==> config.mk <==
export PLATFORM = sky130hd
export DESIGN_NAME = fgen_alu
export DESIGN_NICKNAME = d
export VERILOG_FILES = /design/src/rtl/fgen_alu_pkg.sv /design/src/rtl/fgen_alu_ctrl.sv /design/src/rtl/fgen_alu_datapath.sv /design/src/rtl/fgen_alu_outstage.sv /design/src/rtl/fgen_alu.sv
export SDC_FILE = /design/constraint.sdc
export NUM_CORES = 1
export LEC_CHECK = 0
export BUFFER_PORTS_ARGS = -buffer_cell sky130_fd_sc_hd__buf_2
export CORE_AREA = 2 2 42 44
export CTS_CLUSTER_SIZE = 25
export DETAILED_ROUTE_END_ITERATION = 8
export DIE_AREA = 0 0 44 46
export MAX_ROUTING_LAYER = met4
export PLACE_DENSITY = 0.78
export SETUP_SLACK_MARGIN = 0.15
export SYNTH_ARGS = -nofsm -noshare
export SYNTH_HDL_FRONTEND = slang
export SYNTH_HIERARCHICAL = 1
export SYNTH_SLANG_ARGS = --single-unit
==> constraint.sdc <==
create_clock -name clk -period 0.8 [get_ports clk]
set_input_delay 0.16 -clock clk [delete_from_list [all_inputs] [get_ports clk]]
set_output_delay 0.16 -clock clk [all_outputs]
set_load 0.03 [all_outputs]
==> src/rtl/fgen_alu_pkg.sv <==
package fgen_alu_pkg;

  // Strobes from the function decoder to the datapath
  typedef struct packed {
    logic arithEn;   // let carries reach the result bits
    logic carryIn;   // true-polarity carry into bit 0
    logic propB;     // propagate term includes B
    logic propNotB;  // propagate term includes NOT B
    logic genAB;     // generate term includes A AND B
    logic genANotB;  // generate term includes A AND NOT B
  } aluStrobes_t;

endpackage

==> src/rtl/fgen_alu_ctrl.sv <==
module fgen_alu_ctrl
  import fgen_alu_pkg::*;
(
  input  logic [3:0]  fnSel,
  input  logic        modeLogic,
  input  logic        carryInN,
  output aluStrobes_t strb
);

  always_comb begin
    strb.arithEn  = ~modeLogic;
    strb.carryIn  = ~carryInN;
    strb.propB    = fnSel[0];
    strb.propNotB = fnSel[1];
    strb.genANotB = fnSel[2];
    strb.genAB    = fnSel[3];
  end

endmodule

==> src/rtl/fgen_alu_datapath.sv <==
module fgen_alu_datapath
  import fgen_alu_pkg::*;
#(
  parameter int DW = 4
) (
  input  logic [DW-1:0] opA,
  input  logic [DW-1:0] opB,
  input  aluStrobes_t   strb,
  output logic [DW-1:0] fNext,
  output logic          coutNNext,
  output logic          propNNext,
  output logic          genNNext,
  output logic          eqNext
);

  logic [DW-1:0] bitProp;
  logic [DW-1:0] bitGen;
  logic [DW:0]   carryChain;
  logic [DW:0]   genChain;

  // Per-bit propagate and generate terms picked by the strobes
  for (genvar i = 0; i < DW; i++) begin : g_bit
    assign bitProp[i] = opA[i] | (strb.propB & opB[i]) | (strb.propNotB & ~opB[i]);
    assign bitGen[i]  = (strb.genAB & opA[i] & opB[i]) | (strb.genANotB & opA[i] & ~opB[i]);
    assign carryChain[i+1] = bitGen[i] | (bitProp[i] & carryChain[i]);
    assign genChain[i+1]   = bitGen[i] | (bitProp[i] & genChain[i]);
    // Logic mode: inverted half sum; arithmetic mode: full sum
    assign fNext[i] = strb.arithEn ? (bitProp[i] ^ bitGen[i] ^ carryChain[i])
                                   : ~(bitProp[i] ^ bitGen[i]);
  end

  assign carryChain[0] = strb.carryIn;
  assign genChain[0]   = 1'b0;

  assign coutNNext = ~carryChain[DW];
  assign propNNext = ~(&bitProp);
  assign genNNext  = ~genChain[DW];
  assign eqNext    = &fNext;

endmodule

==> src/rtl/fgen_alu_outstage.sv <==
module fgen_alu_outstage #(
  parameter int DW      = 4,
  parameter bit REG_OUT = 1'b1
) (
  input  logic          clk,
  input  logic          rstN,
  input  logic [DW-1:0] fNext,
  input  logic          coutNNext,
  input  logic          propNNext,
  input  logic          genNNext,
  input  logic          eqNext,
  output logic [DW-1:0] result,
  output logic          carryOutN,
  output logic          propN,
  output logic          genN,
  output logic          aEqB
);

  if (REG_OUT) begin : g_reg
    always_ff @(posedge clk or negedge rstN) begin
      if (!rstN) begin
        result    <= '0;
        carryOutN <= 1'b1;
        propN     <= 1'b1;
        genN      <= 1'b1;
        aEqB      <= 1'b0;
      end else begin
        result    <= fNext;
        carryOutN <= coutNNext;
        propN     <= propNNext;
        genN      <= genNNext;
        aEqB      <= eqNext;
      end
    end
  end else begin : g_comb
    assign result    = fNext;
    assign carryOutN = coutNNext;
    assign propN     = propNNext;
    assign genN      = genNNext;
    assign aEqB      = eqNext;
  end

endmodule

==> src/rtl/fgen_alu.sv <==
module fgen_alu
  import fgen_alu_pkg::*;
#(
  parameter int DW      = 4,
  parameter bit REG_OUT = 1'b1
) (
  input  logic          clk,
  input  logic          rstN,
  input  logic [DW-1:0] opA,
  input  logic [DW-1:0] opB,
  input  logic [3:0]    fnSel,
  input  logic          modeLogic,
  input  logic          carryInN,
  output logic [DW-1:0] result,
  output logic          carryOutN,
  output logic          propN,
  output logic          genN,
  output logic          aEqB
);

  aluStrobes_t   strb;
  logic [DW-1:0] fNext;
  logic          coutNNext;
  logic          propNNext;
  logic          genNNext;
  logic          eqNext;

  fgen_alu_ctrl u_ctrl (
    .fnSel     (fnSel),
    .modeLogic (modeLogic),
    .carryInN  (carryInN),
    .strb      (strb)
  );

  fgen_alu_datapath #(.DW(DW)) u_dp (
    .opA       (opA),
    .opB       (opB),
    .strb      (strb),
    .fNext     (fNext),
    .coutNNext (coutNNext),
    .propNNext (propNNext),
    .genNNext  (genNNext),
    .eqNext    (eqNext)
  );

  fgen_alu_outstage #(.DW(DW), .REG_OUT(REG_OUT)) u_out (
    .clk       (clk),
    .rstN      (rstN),
    .fNext     (fNext),
    .coutNNext (coutNNext),
    .propNNext (propNNext),
    .genNNext  (genNNext),
    .eqNext    (eqNext),
    .result    (result),
    .carryOutN (carryOutN),
    .propN     (propN),
    .genN      (genN),
    .aEqB      (aEqB)
  );

endmodule

; ---- Yosys cells after proc, flatten, opt, wreduce, memory -nomap -nowiden
; Index checks and enable logic that the tools add are counted.
[classes]
n_mux = 4
n_bitwise = 70
reduce_logical = 2
[ops]
columns = operator, count
row1 = 1-bit AND, 31
row2 = 1-bit OR, 19
row3 = 1-bit NOT, 12
row4 = 4-bit AND reduction, 2
row5 = 1-bit XOR, 8
row6 = 1-bit 2-to-1 mux, 4
[word_totals]
inputBits = 16
out_inout_bits = 8
register_bits = 8

; ---- Logic depth before layout (Yosys ltp)
[depth]
depth_word = 12
ltp_mapped = 6
ltp_nobuf = 5

; ---- By module
; Netlist, hierarchy kept.
[modules_own_cells]
columns = module, cells_per_inst, seq_area_each_um2, n_inst, area_per_inst_um2
row1 = fgen_alu_datapath, 47, 0.0, 1, 360.3
row2 = fgen_alu_outstage, 8, 203.9, 1, 203.9
row3 = fgen_alu_ctrl, 6, 0.0, 1, 37.5

; ---- Least setup slack after synthesis
; OpenSTA, ideal clock, no wires.
[synth_path]
path_type = input-to-reg
startpoint = input fnSel[1]
endpoint = register u_out.aEqB
slack_ps = -595
n_path_buf = 1
arrival_ps = 1300
stages = 6
required_time_ps = 705
path_cell_list = buf_4 -> mux2_4 -> o21ai_4 -> a311oi_2 -> o21a_1 -> nor4b_2
[synth_via]
elab_chain_len = 11
elab_cells_between_ends = 31
cone_classes = mux: 4 / bitwise: 26 / reduce/logical: 1
[synth_lines]
columns = element, line_no
row1 = "start, declared", fgen_alu.sv:11  ; input logic [3:0] fnSel,
row2 = 1-bit AND, fgen_alu_datapath.sv:23  ; assign bitProp[i] = opA[i] | (strb.propB & opB[i]) | (strb.propNotB & ~opB[i]);
row3 = 1-bit OR, fgen_alu_datapath.sv:23
row4 = 1-bit AND, fgen_alu_datapath.sv:25  ; assign carryChain[i+1] = bitGen[i] | (bitProp[i] & carryChain[i]);
row5 = 1-bit OR, fgen_alu_datapath.sv:25
row6 = 1-bit AND, fgen_alu_datapath.sv:25
row7 = 1-bit OR, fgen_alu_datapath.sv:25
row8 = 1-bit AND, fgen_alu_datapath.sv:25
row9 = 1-bit OR, fgen_alu_datapath.sv:25
row10 = 1-bit XOR, fgen_alu_datapath.sv:28  ; assign fNext[i] = strb.arithEn ? (bitProp[i] ^ bitGen[i] ^ carryChain[i])
row11 = 1-bit 2-to-1 mux, fgen_alu_datapath.sv:28
row12 = 4-bit AND reduction (*), fgen_alu_datapath.sv:38  ; assign eqNext = &fNext;
row13 = net eqNext, fgen_alu.sv:26  ; logic eqNext;
row14 = "end signal, assigned", fgen_alu_outstage.sv:32  ; aEqB <= eqNext;
row15 = "end, declared", fgen_alu_outstage.sv:16  ; output logic aEqB
; Mark *: on every way through the listed nets, which the timed path passes. The rest lies on a longest branch.

; ---- Worst setup path in the final report
[layout_path]
startpoint = input opB[1]
endpoint = register u_out.aEqB
[layout_via]
elab_chain_len = 10
elab_cells_between_ends = 21
cone_classes = mux: 3 / bitwise: 17 / reduce/logical: 1
[layout_lines]
columns = element, line_no
row1 = "start, declared", fgen_alu.sv:10  ; input logic [DW-1:0] opB,
row2 = 1-bit AND / 1-bit NOT (equally long branches), "fgen_alu_datapath.sv:23, fgen_alu_datapath.sv:24"
row3 = 1-bit OR / 1-bit AND (equally long branches), fgen_alu_datapath.sv:23
row4 = 1-bit OR, fgen_alu_datapath.sv:23
row5 = 1-bit AND, fgen_alu_datapath.sv:25
row6 = 1-bit OR, fgen_alu_datapath.sv:25
row7 = 1-bit AND, fgen_alu_datapath.sv:25
row8 = 1-bit OR, fgen_alu_datapath.sv:25
row9 = 1-bit XOR, fgen_alu_datapath.sv:28
row10 = 1-bit 2-to-1 mux, fgen_alu_datapath.sv:28
row11 = 4-bit AND reduction (*), fgen_alu_datapath.sv:38
row12 = net eqNext, fgen_alu.sv:26
; Marked as above.

==> results_dict.tcl <==
set metrics [dict create \
    run_status "complete, but fails checks" \
    violations "setup timing" \
    synth_cell_types 27 \
    die_area_mm2 0.00202 \
    die_h_um 46 \
    ys_warn_count 6 \
    grt_pass1_wl_um 2360 \
    wl_per_cell_um 11.5 \
    clock-sinks 8 \
    cp.depth 6 \
    period_needed_ns 1.19 \
    drive_above_1_share_pct 64.1 \
    row_count 15 \
    critical_path.startpoint_type "primary input" \
    drt-initial-drc-count 4 \
    post_drt_via_cell_ratio 5.06 \
    drc 0 \
    max_freq_mhz 839 \
    crit_family "simple AND/OR/NAND/NOR gates" \
    synthTopCellsByArea "dfrtp_1, dfstp_2, mux2i_1" \
    clock_path_buffers 2 \
    crit_path_end_kind "flop" \
    coreArea_mm2 0.00161 \
    rsz0062_at_grt "true" \
    dp.cells 111 \
    cpMaxStageDelayCell "mux2_4" \
    n_antenna_cell 0 \
    postRouteAntennaNets 0 \
    cellPowerDensity_mw_per_mm2 1480 \
    synthCells 61 \
    placed_cell_area_um2 823 \
    finalCritPeriodShare_pct 149 \
    route.met2.wl_um 803 \
    finalInstanceArea_mm2 0.00104 \
    critPathMaxFanout 2 \
    critPathArrivalTime_ns 1.35 \
    n_fill_cell 128 \
    crit_chain "buf_6, mux2_4, and2_4, o2111ai_1, nand3_1, nor4b_2" \
    cts-root-buf "clkbuf_4" \
    max_stage_delay_ns 0.30 \
    worst_pin_slew_ns 0.315 \
    synth_nets 77 \
    vias 607 \
    p_leak_nw 0.487 \
    vdd_drop_max_mv 0.485 \
    min_path_type "in2async" \
    crit_type "in2reg" \
    maxSlewHeadroom_pct 79.0 \
    antenna_found_initial 0 \
    synth_top_cell_by_area "dfrtp_1" \
    top_layer "met3" \
    initial_core_util_pct 37.3 \
    synthDominantCellAreaShare_pct 20.8 \
    synth.most_common_cell "nor2_1" \
    setup_viol 16 \
    drv_cap 0 \
    ys_seq_area_share_pct 33.9 \
    synth-edff-count 0 \
    synthToLayoutAreaGrowth_pct 73.4 \
    synthArstFlopShare_pct 100 \
    htree_levels 1 \
    startpoint "opB[1]" \
    first_pass_iters 2 \
    io_pins 24 \
    cts_buffers 3 \
    finalWirelength_um 1380 \
    clk_pin_slew_ns 0.05 \
    grt_usage_pct 16.5 \
    routabilityCongestion 0.827 \
    synthTopCellsByCount "nor2_1, dfrtp_1, a21oi_1, buf_4, nor2b_1" \
    worstPathRequired_ns 0.95 \
    ys_ff_latch 8 \
    synthFlopType "dfrtp_1" \
    tns_ns -3.26 \
    die_x_um 44 \
    grt_max_degree 9 \
    final.setup.worst_slack_ns -0.391 \
    io_buffers 23 \
    critPathBufInv 1 \
    avgSynthCellArea_um2 9.87 \
    nets 120 \
    wl_met1_um 514 \
    maxSlewViolCount 0 \
    endpoint "u_out/aEqB" \
    finalHoldViolations 0 \
    wl_met3_um 60 \
    grt_pass1_vias 601 \
    power_mw 1.54 \
    final-instance-count-excl-fill 120 \
    synth_area_um2 602 \
    tritoncts "done" \
    globalRouteOverflowTotal 0 \
    place_hpwl_um 1060 \
]
==> cells in the final DEF, fill, tap and decap left out, types with 3 or more instances in the layout <==
| master | n |
|---|---|
| mux2_4 | 4 |
| nor2_1 | 6 |
| buf_6 | 14 |
| buf_4 | 15 |
| dfrtp_1 | 5 |
| o21a_1 | 3 |
| a21oi_1 | 3 |
| buf_2 | 10 |
| dfstp_2 | 3 |
| clkbuf_4 | 3 |
==> through the flow <==
step / hold slack, ns / worst slack [ns] / utilization [%]
6_report: 0.281 / -0.391 / 64.7
5_1_grt: 0.297 / -0.474 / 64.7
4_1_cts: 0.275 / -0.408 / 62.8
3_5_place_dp: 0.00414 / -0.706 / 51.0
3_3_place_gp: -0.00246 / -0.660 / 51.0
2_1_floorplan: -0.136 / -0.557 / -
==> sequential cells by signal, indices dropped and copies added, names as in the netlist <==
name and flops:
u_out/result 4, u_out/aEqB 1, u_out/carryOutN 1, u_out/genN 1, u_out/propN 1
==> logic make-up after synthesis <==
kind of cell    after synthesis  synth area share (%)
simple gates                 21                  19.3
compound gates               16                  22.0
mux                           8                  15.6
flops                         8                  33.9
buf+inv                       6                  6.24
xor+xnor                      2                  2.91
==> routing by layer <==
metal / track usage (%) / up-vias
met5: - / -
met4: 7.27 / 0
met3: 1.19 / 0
met2: 34.1 / 20
met1: 15.1 / 284
li1: - / 303
==> power breakdown <==
group | switching, mW | total (mW) | leakage [nW] | internal (mW)
Clock | 0.124 | 0.314 | 0.0150 | 0.190
Combinational | 0.337 | 0.731 | 0.380 | 0.394
Sequential | 0.0239 | 0.496 | 0.0916 | 0.472
==> final cells by class <==
type | instances | area, µm² | share of cell area (%)
inverters | 2 | 7.51 | 0.719
repair buffers | 42 | 360 | 34.5
multi-input cells | 47 | 424 | 40.6
clock buffers | 4 | 26.3 | 2.52
flip-flops and latches | 8 | 204 | 19.5
well taps | 17 | 21.3 | 2.04
==> timing repair <==
| item | 4_1_cts | 5_1_grt |
|---|---|---|
| endpoints found under the hold margin | 8 | 0 |
| setup buffers | 3 | 1 |
| pin swaps | 11 | 3 |
| endpoints found under the setup margin | 16 | 16 |
| gates cloned | 0 | 0 |
| resized for setup | 37 | 5 |
| hold buffers | 1 | 0 |
==> worst min path at each step <==
stage	from	endpoint	slack (ns)	cells after the start
after floorplan	rstN	u_out/aEqB	-0.14	0
after global placement	rstN	u_out/result[2]	-0.002	1
after detailed placement	rstN	u_out/result[2]	0.004	1
after CTS	rstN	u_out/aEqB	0.28	2
after global routing	rstN	u_out/aEqB	0.30	2
final	rstN	u_out/aEqB	0.28	2
(Power assumes the default switching activity.)
